File: src/rtl/em_pkg.sv
// Shared types and configuration indices for the energy accumulator.
// Assumes the mode encoding below is visible at the top-level port.
package em_pkg;
    typedef enum logic [1:0] {
        MODE_OFF    = 2'd0,
        MODE_IDLE   = 2'd1,
        MODE_ACTIVE = 2'd2
    } mode_e;

    localparam int NCFG      = 14;
    localparam int A_W_RD    = 0;
    localparam int A_W_WR    = 1;
    localparam int A_W_ADD   = 2;
    localparam int A_W_MUL   = 3;
    localparam int A_W_TOG   = 4;
    localparam int A_B_IDLE  = 5;
    localparam int A_B_ACT   = 6;
    localparam int A_LEAK    = 7;
    localparam int A_TE_BASE = 8;   // plus mode code
    localparam int A_LAT_BASE = 11; // plus mode code
endpackage

File: src/rtl/em_toggle_count.sv
// Counts bus bits that changed since the previous cycle.
// Assumes the previous value is sampled every cycle and resets to zero.
module em_toggle_count #(
    parameter int BW = 32,
    localparam int CW = $clog2(BW + 1)
) (
    input  logic          clk,
    input  logic          rst_n,
    input  logic [BW-1:0] bus_in,
    output logic [CW-1:0] tog_cnt
);
    logic [BW-1:0] prev_q;
    logic [BW-1:0] diff;

    // Remember last cycle's bus value.
    always_ff @(posedge clk) begin
        if (!rst_n) prev_q <= '0;
        else        prev_q <= bus_in;
    end

    // Population count of the changed bits.
    always_comb begin
        diff    = bus_in ^ prev_q;
        tog_cnt = '0;
        for (int i = 0; i < BW; i++) tog_cnt = tog_cnt + CW'(diff[i]);
    end
endmodule

File: src/rtl/em_mode_fsm.sv
// Mode tracker: picks a request by priority, moves the mode and then holds
// busy for the destination's latency. Assumes latencies are stable while busy.
module em_mode_fsm
    import em_pkg::*;
#(
    parameter int DW = 16
) (
    input  logic          clk,
    input  logic          rst_n,
    input  logic          req_off,
    input  logic          req_idle,
    input  logic          req_active,
    input  logic [DW-1:0] lat_off,
    input  logic [DW-1:0] lat_idle,
    input  logic [DW-1:0] lat_active,
    output mode_e         mode,
    output logic          busy,
    output logic          take,
    output mode_e         tgt
);
    logic [DW-1:0] cnt_q;
    logic [DW-1:0] lat_sel;
    logic          any_req;

    // Resolve the winning request and whether it is accepted.
    always_comb begin
        any_req = req_off | req_idle | req_active;
        if (req_off)         tgt = MODE_OFF;
        else if (req_active) tgt = MODE_ACTIVE;
        else                 tgt = MODE_IDLE;
        take = !busy && any_req && (tgt != mode);
        case (tgt)
            MODE_OFF:    lat_sel = lat_off;
            MODE_ACTIVE: lat_sel = lat_active;
            default:     lat_sel = lat_idle;
        endcase
    end

    assign busy = (cnt_q != '0);

    // Mode register and move-latency countdown.
    always_ff @(posedge clk) begin
        if (!rst_n) begin
            mode  <= MODE_OFF;
            cnt_q <= '0;
        end else if (take) begin
            mode  <= tgt;
            cnt_q <= lat_sel;
        end else if (busy) begin
            cnt_q <= cnt_q - 1'b1;
        end
    end

    p_busy_holds_mode_r4: assert property (@(posedge clk) disable iff (!rst_n)
        busy |=> (mode == $past(mode)));
    p_change_after_idle_r4: assert property (@(posedge clk) disable iff (!rst_n)
        (mode != $past(mode)) |-> !$past(busy));
    p_take_lands_r3: assert property (@(posedge clk) disable iff (!rst_n)
        take |=> (mode == $past(tgt)));
    p_mode_legal_r2: assert property (@(posedge clk) disable iff (!rst_n)
        mode != 2'd3);
endmodule

File: src/rtl/em_sat_accum.sv
// Saturating accumulator with synchronous clear.
// Assumes IW <= EW so an increment fits the total.
module em_sat_accum #(
    parameter int EW = 48,
    parameter int IW = 24
) (
    input  logic          clk,
    input  logic          rst_n,
    input  logic          clr,
    input  logic [IW-1:0] inc,
    output logic [EW-1:0] acc
);
    logic [EW:0] sum;

    // Wide sum; its top bit flags overflow.
    always_comb sum = {1'b0, acc} + (EW + 1)'(inc);

    // Clear first, then clamp or add.
    always_ff @(posedge clk) begin
        if (!rst_n || clr) acc <= '0;
        else if (sum[EW])  acc <= '1;
        else               acc <= sum[EW-1:0];
    end

    p_clear_r9: assert property (@(posedge clk) disable iff (!rst_n)
        clr |=> (acc == '0));
    p_no_overflow_r8: assert property (@(posedge clk) disable iff (!rst_n)
        !clr |=> (acc >= $past(acc)));
    p_sat_hold_r8: assert property (@(posedge clk) disable iff (!rst_n)
        ((&acc) && !clr) |=> (&acc));
endmodule

File: src/rtl/energy_meter.sv
// Energy accumulator top: configuration registers, per-cycle cost selection,
// mode tracker, toggle counter and saturating total.
// Assumes configuration registers carry no reset and are loaded during reset
// or while powered off and not busy.
module energy_meter
    import em_pkg::*;
#(
    parameter int DW = 16,
    parameter int BW = 32,
    parameter int EW = 48,
    localparam int AW = 4,
    localparam int CW = $clog2(BW + 1),
    localparam int IW = DW + CW + 3
) (
    input  logic          clk,
    input  logic          rst_n,
    input  logic          req_off,
    input  logic          req_idle,
    input  logic          req_active,
    input  logic          ev_rd,
    input  logic          ev_wr,
    input  logic          ev_add,
    input  logic          ev_mul,
    input  logic [BW-1:0] bus_in,
    input  logic          energy_clr,
    input  logic          cfg_we,
    input  logic [AW-1:0] cfg_addr,
    input  logic [DW-1:0] cfg_wdata,
    output logic [1:0]    mode,
    output logic          busy,
    output logic [EW-1:0] energy
);
    logic [DW-1:0] cfg_q [NCFG];
    logic          cfg_open;
    logic          take;
    mode_e         mode_q;
    mode_e         tgt;
    logic [CW-1:0] tog_cnt;
    logic [IW-1:0] inc;
    logic [IW-1:0] act_cost;
    logic [DW-1:0] base_sel;
    logic [DW-1:0] te_sel;

    assign cfg_open = !rst_n || (mode_q == MODE_OFF && !busy);

    // One register per configuration entry, written only when open.
    for (genvar g = 0; g < NCFG; g++) begin : g_cfg
        always_ff @(posedge clk) begin
            if (cfg_we && cfg_open && cfg_addr == AW'(g)) cfg_q[g] <= cfg_wdata;
        end
    end

    em_mode_fsm #(.DW(DW)) u_fsm (
        .clk(clk), .rst_n(rst_n),
        .req_off(req_off), .req_idle(req_idle), .req_active(req_active),
        .lat_off(cfg_q[A_LAT_BASE]), .lat_idle(cfg_q[A_LAT_BASE + 1]),
        .lat_active(cfg_q[A_LAT_BASE + 2]),
        .mode(mode_q), .busy(busy), .take(take), .tgt(tgt)
    );

    em_toggle_count #(.BW(BW)) u_tog (
        .clk(clk), .rst_n(rst_n), .bus_in(bus_in), .tog_cnt(tog_cnt)
    );

    // Select this cycle's energy increment.
    always_comb begin
        case (tgt)
            MODE_OFF:    te_sel = cfg_q[A_TE_BASE];
            MODE_ACTIVE: te_sel = cfg_q[A_TE_BASE + 2];
            default:     te_sel = cfg_q[A_TE_BASE + 1];
        endcase
        base_sel = (mode_q == MODE_ACTIVE) ? cfg_q[A_B_ACT] : cfg_q[A_B_IDLE];
        act_cost = IW'(base_sel)
                 + (ev_rd  ? IW'(cfg_q[A_W_RD])  : '0)
                 + (ev_wr  ? IW'(cfg_q[A_W_WR])  : '0)
                 + (ev_add ? IW'(cfg_q[A_W_ADD]) : '0)
                 + (ev_mul ? IW'(cfg_q[A_W_MUL]) : '0)
                 + IW'(cfg_q[A_W_TOG]) * IW'(tog_cnt);
        if (busy)                     inc = '0;
        else if (take)                inc = IW'(te_sel);
        else if (mode_q == MODE_OFF)  inc = IW'(cfg_q[A_LEAK]);
        else                          inc = act_cost;
    end

    em_sat_accum #(.EW(EW), .IW(IW)) u_acc (
        .clk(clk), .rst_n(rst_n), .clr(energy_clr), .inc(inc), .acc(energy)
    );

    assign mode = mode_q;

    p_busy_no_charge_r4: assert property (@(posedge clk) disable iff (!rst_n)
        (busy && !energy_clr) |=> (energy == $past(energy)));
    p_cfg_locked_r10: assert property (@(posedge clk) disable iff (!rst_n)
        (mode_q != MODE_OFF) |=> (cfg_q[A_B_ACT] == $past(cfg_q[A_B_ACT])));
endmodule

File: config.mk
export PLATFORM = sky130hd
export DESIGN_NAME = energy_meter
export DESIGN_NICKNAME = d
export VERILOG_FILES = /design/src/rtl/em_pkg.sv /design/src/rtl/em_toggle_count.sv /design/src/rtl/em_mode_fsm.sv /design/src/rtl/em_sat_accum.sv /design/src/rtl/energy_meter.sv
export SDC_FILE = /design/constraint.sdc
export NUM_CORES = 1
export LEC_CHECK = 0
export BUFFER_PORTS_ARGS = -buffer_cell sky130_fd_sc_hd__buf_4
export CORE_MARGIN = 3
export CORE_UTILIZATION = 60
export DETAILED_ROUTE_END_ITERATION = 8
export GPL_ROUTABILITY_DRIVEN = 0
export PLACE_DENSITY = 0.86
export SYNTH_ARGS = -nofsm -noshare
export SYNTH_HDL_FRONTEND = slang
export SYNTH_SLANG_ARGS = --single-unit
export TNS_END_PERCENT = 5
File: constraint.sdc
create_clock -name clk -period 19.1 [get_ports clk]
set_input_delay 3.82 -clock clk [delete_from_list [all_inputs] [get_ports clk]]
set_output_delay 3.82 -clock clk [all_outputs]
set_load 0.02 [all_outputs]
==> results of run 1 <==
flip-flops by register name (all words and copies together), names as in the netlist:
signal / flops
cfg_q: 224
u_acc.acc: 48
u_tog.prev_q: 32
u_fsm.cnt_q: 16
u_fsm.mode: 2
cell usage after synthesis, types with 2 or more instances:
library cell,count
nand4_1,11
a21oi_1,109
a31o_2,3
and4_1,3
clkbuf_1,51
inv_1,175
a21o_1,20
o211ai_1,3
nand3b_1,3
a221oi_1,8
o21a_1,5
a31oi_1,13
nand2_1,151
dfxtp_1,98
o22ai_1,2
or4_1,5
o21ai_1,3
edfxtp_1,224
nor3b_1,3
and3_1,11
o21bai_1,3
xor2_1,37
o2111ai_1,2
nand3_1,21
a311oi_1,13
o31ai_1,3
or3_1,11
o21ai_0,43
nor2b_1,31
nor2_1,72
and2_1,86
a211oi_1,27
nor3_1,26
or2_2,2
buf_1,4
ha_1,80
xnor2_1,43
a21boi_0,2
nor4_1,3
a41oi_1,4
a2111o_1,2
nand2b_1,18
a211o_1,4
mux2i_1,54
fa_1,160
worst paths after layout:
check / to / slack, ns / cells past startpoint
hold / removal: u_fsm.cnt_q[9] / 0.47 / 1
setup / recovery: u_acc.acc[43] / 1.95 / 42
hold reg to reg: u_fsm.cnt_q[9] / 0.47 / 1
setup reg to reg: u_acc.acc[43] / 5.03 / 41
cell usage in the layout (no fill, tap or decap), types with 37 or more instances in the layout:
master,netlist,routed
nand2_1,151,151
buf_4,0,130
o21ai_0,43,43
fa_1,160,160
edfxtp_1,224,224
and2_1,86,86
nor2_1,72,68
xnor2_1,43,43
inv_1,175,175
mux2i_1,54,54
a21oi_1,109,109
xor2_1,37,37
dfxtp_1,98,98
ha_1,80,80
through the flow:
step	util [%]	hold WS, ns	cells	worst slack [ns]
CTS	69.7	0.470	2206	1.96
floorplan	-	0.434	1672	3.29
detailed placement	65.8	0.462	2142	1.46
finish	69.7	0.472	2206	1.95
global placement	65.8	0.453	2142	1.95
global route	69.7	0.507	2206	1.02
worst max-delay path: cells and delay by family:
kind / cells / cell delay (ns)
adder cells (fa/ha/maj): 16 / 7.56
XOR/XNOR: 3 / 1.18
AND/OR/NAND/NOR: 6 / 1.83
buffers and inverters: 6 / 0.45
AO/OA/AOI/OAI: 11 / 2.73
layout make-up:
type	instances	share of cell area (%)
Inverter	177	3.08
Timing Repair Buffer	130	4.52
Clock buffer	46	4.44
Multi-Input combinational cell	1117	44.4
Tap cell	396	2.29
Sequential cell	322	40.2
Clock inverter	18	1.11
metal layers:
layer,track usage (%),part of all wire (%),vias up
met5,0,0,-
met2,45.4,49,612
li1,-,-,5954
met1,37.1,39,6500
met3,4.85,8.9,101
met4,9.56,3.2,0
cells by family after synthesis:
| family | synth area share [%] |
|---|---|
| flops | 45.5 |
| xor+xnor | 3.67 |
| compound gates | 9.03 |
| mux | 2.89 |
| simple gates | 12.4 |
| fa+ha+maj | 22.0 |
| buf+inv | 4.58 |
==> summary.md, run 1 <==
| Metric | Value |
|---|---|
| Synth area leader | edfxtp_1 |
| Die X | 184 microns |
| MaxCap Viol Count | 0 |
| Clk buf depth | 3 |
| Overall routed net length | 45700 microns |
| Post-Syn Area | 0.0191 sq mm |
| Final Hold Viols | 0 |
| Syn Area/Cell | 11.4 sq um |
| Post-CTS Hold Fix Bufs | 0 |
| CTS tree | built |
| Worst Path Arrival | 17.58 ns |
| Final nets | 2086 |
| CTS buffer count | 35 |
| Synth Instances | 1672 |
| Number of post-CTS setup repair buffers | 0 |
| Clock skew | 0.0225 ns |
| Overflow after GRT | 0 |
| Multi-input gate area | 0.00958 sq mm |
| Fmax | 58.3 MHz |
| Pins Over Slew Limit | 0 |
| Worst path slowest cell | xnor2_1 |
| IO Port Bufs | 113 |
| Post-synth ARST share | 0% |
| Leading post-synthesis cells by cell area | edfxtp_1 (35%), fa_1 (17%), dfxtp_1 (10%) |
| Slew Limit Headroom | 23.3% |
| CP startpoint kind | input pin |
| Hold path start | u_fsm.cnt_q[9] |
| Largest net degree at the start of global routing | 68 |
| Critical path launch point | bus_in[1] |
| Post-CTS sizing | 0 |
| I/O Pins | 114 |
| Sequential share of the synthesized area | 45.5% |
| Reg-to-Reg Start | u_tog.prev_q[1] |
| Core Rows | 64 |
| CP Capture Type | flip-flop |
| Post-synth top area share | 35.2% |
| Reg area | 0.00869 sq mm |
| Warnings from Yosys | 0 |
| Area Overhead vs Synth | 13.0% |
| Core area | 0.0310 sq mm |
| Synth cell types | 65 |
| Die H | 184 microns |
| Global-route wire length before repair | 73500 microns |
| Root Driver | clkbuf_16 |
| Final TNS setup | 0 ns |
| # fillers | 2044 |
| Die ar. | 0.0340 sq mm |
| Slew @ Worst Pin | 1.14 ns |
| Period Utilization, post-route | 89.8% |
| Worst Path Max Fanout | 16 |
| Required @ worst endpoint | 19.53 ns |
| Placed inst area | 0.0204 sq mm |
| Post-DRT Antenna Nets | 0 |
| Clock-pin slew on the worst setup and hold paths | 0.06 ns |
| DRT Pass-1 Iters | 8 |
| CTS Sinks | 322 |
| Setup Viol. Count Final | 0 |
| Crit Path Class | in -> reg |
| Number of synthesized flops with an enable pin | 224 |
| Final routed wire length divided by cell count | 20.7 microns |
| Initial cell density of the core | 61.7% |
| Vias per cell | 5.97 |
| Synth Net Count | 1975 |
| DRC errors left | 0 |
| Antenna violations before repair | 0 |
| Ys flop type | edfxtp_1 |
| Post-route design area | 0.0216 sq mm |
| Crit path top cell by count | fa_1 |
| 1st-iter DRT viols | 1152 |
| Worst path max stage delay | 0.89 ns |
| Vias | 13200 |
| RSZ-0062 raised after global routing | false |
| Detail Placement HPWL | 31400 microns |
| GRT Util Overall | 27.5% |
| H-tree levels | 2 |
| HP Class | reg -> reg |
| Fin crit period | 17.15 ns |
| Antenna cells | 0 |
| Number of global-route vias before repair | 13800 |
| Status | finished clean |
| Clock latency on the worst-skew pair | 0.54 ns |
| Layout cells sized above 1 | 11.7% |
| Synthesized flop and latch total | 322 |
Power of run 1 is not shown: default switching activity piles up to over one toggle a cycle in this logic, so the estimate is an artifact.
==> inputs of run 2 (changes only) <==
--- a/config.mk
+++ b/config.mk
@@ -11,7 +11,9 @@
 export DETAILED_ROUTE_END_ITERATION = 8
 export GPL_ROUTABILITY_DRIVEN = 0
 export PLACE_DENSITY = 0.86
+export SLEW_MARGIN = 5
 export SYNTH_ARGS = -nofsm -noshare
 export SYNTH_HDL_FRONTEND = slang
+export SYNTH_HIERARCHICAL = 1
 export SYNTH_SLANG_ARGS = --single-unit
 export TNS_END_PERCENT = 5
==> run 2 against run 1 <==
Net effect:
- cell area grew 2.9%
- cell count is 4.7% higher
- highest routed layer unchanged
- clock skew up 0.015 ns
- largest cell class unchanged
- critical path type unchanged
==> summary.md, run 2 <==
| Metric | Value |
|---|---|
| Post-synth ARST share | 0% (unchanged) |
| Synth cell types | 83 (+28%) |
| Post-DRT Antenna Nets | 0 (unchanged) |
| Root Driver | clkbuf_16 |
| Final TNS setup | 0 ns (unchanged) |
| Worst Path Arrival | 17.36 ns (-0.22 ns) |
| Status | finished clean |
| CTS buffer count | 36 (+2.9%) |
| Slew @ Worst Pin | 1.26 ns (+0.117 ns) |
| Required @ worst endpoint | 19.55 ns (+0.02 ns) |
| Worst path max stage delay | 0.87 ns (-0.02 ns) |
| Final Hold Viols | 0 (unchanged) |
| Vias | 13500 (+2.8%) |
| Period Utilization, post-route | 88.5% (-1.3 points) |
| H-tree levels | 2 (unchanged) |
| Post-Syn Area | 0.0198 sq mm (+3.7%) |
| R2R depth | 47 (+15%) |
| MaxCap Viol Count | 0 (unchanged) |
| DRT Pass-1 Iters | 7 (-1) |
| Setup slack, reg-to-reg | 5.28 ns (+0.25 ns) |
| Fmax | 59.1 MHz (+1.5%) |
| Count leader, synth | edfxtp_1 |
| HP Class | reg -> reg |
| Number of post-CTS setup repair buffers | 0 (unchanged) |
| Synth Instances | 1742 (+4.2%) |
| Commonest non-fill, non-tap cell in the layout | edfxtp_1 |
| Max reg flops | 224 (unchanged) |
| Largest regs | cfg_q x224, u_acc/acc x48, u_tog/prev_q x32 |
| Post-CTS Hold Fix Bufs | 0 (unchanged) |
| Vias per cell | 5.86 (-1.8%) |
| Core Rows | 65 (+1.6%) |
| Area Overhead vs Synth | 12.1% |
| Antenna cells | 0 (unchanged) |
| Ys flop type | edfxtp_1 |
| Final nets | 2160 (+3.5%) |
| Leading post-synthesis cells by cell area | edfxtp_1 (34%), fa_1 (16%), dfxtp_1 (9.9%) |
| GRT Util Overall | 26.8% (-0.67 points) |
| IO Port Bufs | 113 (unchanged) |
| Detail Placement HPWL | 32200 microns (+2.4%) |
| GR Util met2 | 46.8% (+1.4 points) |
| Fin crit period | 16.91 ns (-0.245 ns) |
| Clock latency on the worst-skew pair | 0.55 ns (about the same) |
| 1st-iter DRT viols | 1264 (+9.7%) |
| Core area | 0.0320 sq mm (+3.4%) |
| Clock-pin slew on the worst setup and hold paths | 0.06 ns (about the same) |
| Finished Core Util | 69.4% (-0.35 points) |
| Top reg by flops | cfg_q |
| CTS Sinks | 322 (unchanged) |
| CP startpoint kind | input pin |
| Worst Path Max Fanout | 45 (+29) |
| I/O Pins | 114 (unchanged) |
| Top post-synthesis cells by count | edfxtp_1 (224), inv_1 (192), fa_1 (161), nand2_1 (159), a21oi_1 (115) |
| Die ar. | 0.0352 sq mm (+3.6%) |
| Pins Over Slew Limit | 0 (unchanged) |
| Syn Area/Cell | 11.4 sq um (-0.48%) |
| Global-route wire length before repair | 75200 microns (+2.3%) |
| Met3 usage | 3.66% (-1.2 points) |
| Crit path top cell by count | fa_1 |
| Worst path slowest cell | xor2_1 |
| Largest net degree at the start of global routing | 54 (-21%) |
| Layout cells sized above 1 | 12.2% (+0.45 points) |
| Warnings from Yosys | 6 (+6) |
| CTS tree | built |
| Synthesized flop and latch total | 322 (unchanged) |
| Clock skew | 0.0373 ns (+0.0148 ns) |
| Met1 Resource Use GR | 33.4% (-3.8 points) |
| Reg-to-Reg Start | u_tog/prev_q[0] |
| Overall routed net length | 46500 microns (+1.7%) |
| RSZ-0062 raised after global routing | false |
| Initial cell density of the core | 61.9% (+0.17 points) |
| WHS Endpoint | u_acc/acc[43] |
| Post-synth top area share | 33.9% (-1.3 points) |
| Die H | 188 microns (+1.8%) |
| Commonest non-fill, non-tap cells in the layout | edfxtp_1 (224), inv_1 (192), fa_1 (161), nand2_1 (159), buf_4 (130) |
| Crit Path Class | in -> reg |
| Antenna violations before repair | 1 (+1) |
| Sequential share of the synthesized area | 43.8% (-1.6 points) |
| R2r endpoint | u_acc/acc[47] |
| Setup Viol. Count Final | 0 (unchanged) |
| CP Capture Type | flip-flop |
| Final routed wire length divided by cell count | 20.1 microns (-2.9%) |
| Cells on Worst Hold Path | 2 (+1) |
| Global routing's busiest layer | met2 |
| Number of global-route vias before repair | 14500 (+5.5%) |
| Number of synthesized flops with an enable pin | 224 (unchanged) |
| DRC errors left | 0 (unchanged) |
| Slew Limit Headroom | 16.1% (-7.3 points) |
| Clk buf depth | 3 (unchanged) |
| Overflow after GRT | 0 (unchanged) |
| Die X | 188 microns (+1.8%) |
| Post-CTS sizing | 0 (unchanged) |
| Hold path start | u_acc/acc[43] |
| Synth area leader | edfxtp_1 |
## run 2: metrics by stage
step,cell area [sq um],cells,hold slack (ns),setup slack [ns]
2_1_floorplan,19800,1743,0.520,3.47
3_3_place_gp,21100,2246,0.539,2.05
3_5_place_dp,21100,2246,0.568,1.82
4_1_cts,22200,2310,0.580,2.26
5_1_grt,22200,2310,0.599,1.38
6_report,22200,2310,0.581,2.19
## run 2: worst max-delay path by stage
stage / from / end / slack (ns) / cells past startpoint
after global placement: bus_in[0] / u_acc/acc[47] / 2.05 / 48
final: bus_in[0] / u_acc/acc[47] / 2.19 / 48
after detailed placement: bus_in[0] / u_acc/acc[47] / 1.82 / 48
after CTS: bus_in[0] / u_acc/acc[47] / 2.26 / 48
after global routing: bus_in[0] / u_acc/acc[47] / 1.38 / 48
after floorplan: bus_in[0] / u_acc/acc[45] / 3.47 / 49
## run 2: routing by layer
| layer | vias to the layer above | part of all wire, % |
|---|---|---|
| met5 | - | 0 |
| met4 | 0 | 4.6 |
| met3 | 132 | 6.9 |
| met1 | 6656 | 38 |
| li1 | 6166 | - |
| met2 | 581 | 51 |
## run 2: critical path: cells and delay by family
kind            cells  cell delay, ns
fa+ha+maj          17            7.85
simple gates       10            2.31
compound gates      7            1.53
xor+xnor            3            1.19
buf+inv            11            0.66
## run 2: kinds of logic (layout without fill, tap and decap cells)
family,Yosys count,after routing,synth area share (%)
xor+xnor,95,95,4.20
fa+ha+maj,248,248,21.8
mux,57,57,2.92
simple gates,473,473,12.6
compound gates,290,290,9.42
flops,322,322,43.8
buf+inv,256,388,5.30
other cells,1,2,0.0189
## run 2: layout make-up
| type | count | area (sq um) |
|---|---|---|
| sequential | 322 | 8690 |
| timing repair buffer | 130 | 976 |
| clock inverter | 19 | 223 |
| tap | 435 | 544 |
| clock buffer | 45 | 945 |
| fill | 2225 | 9820 |
| multi-input combinational | 1165 | 10100 |
| inverter | 194 | 731 |
Power of run 2 is left out for the same reason.
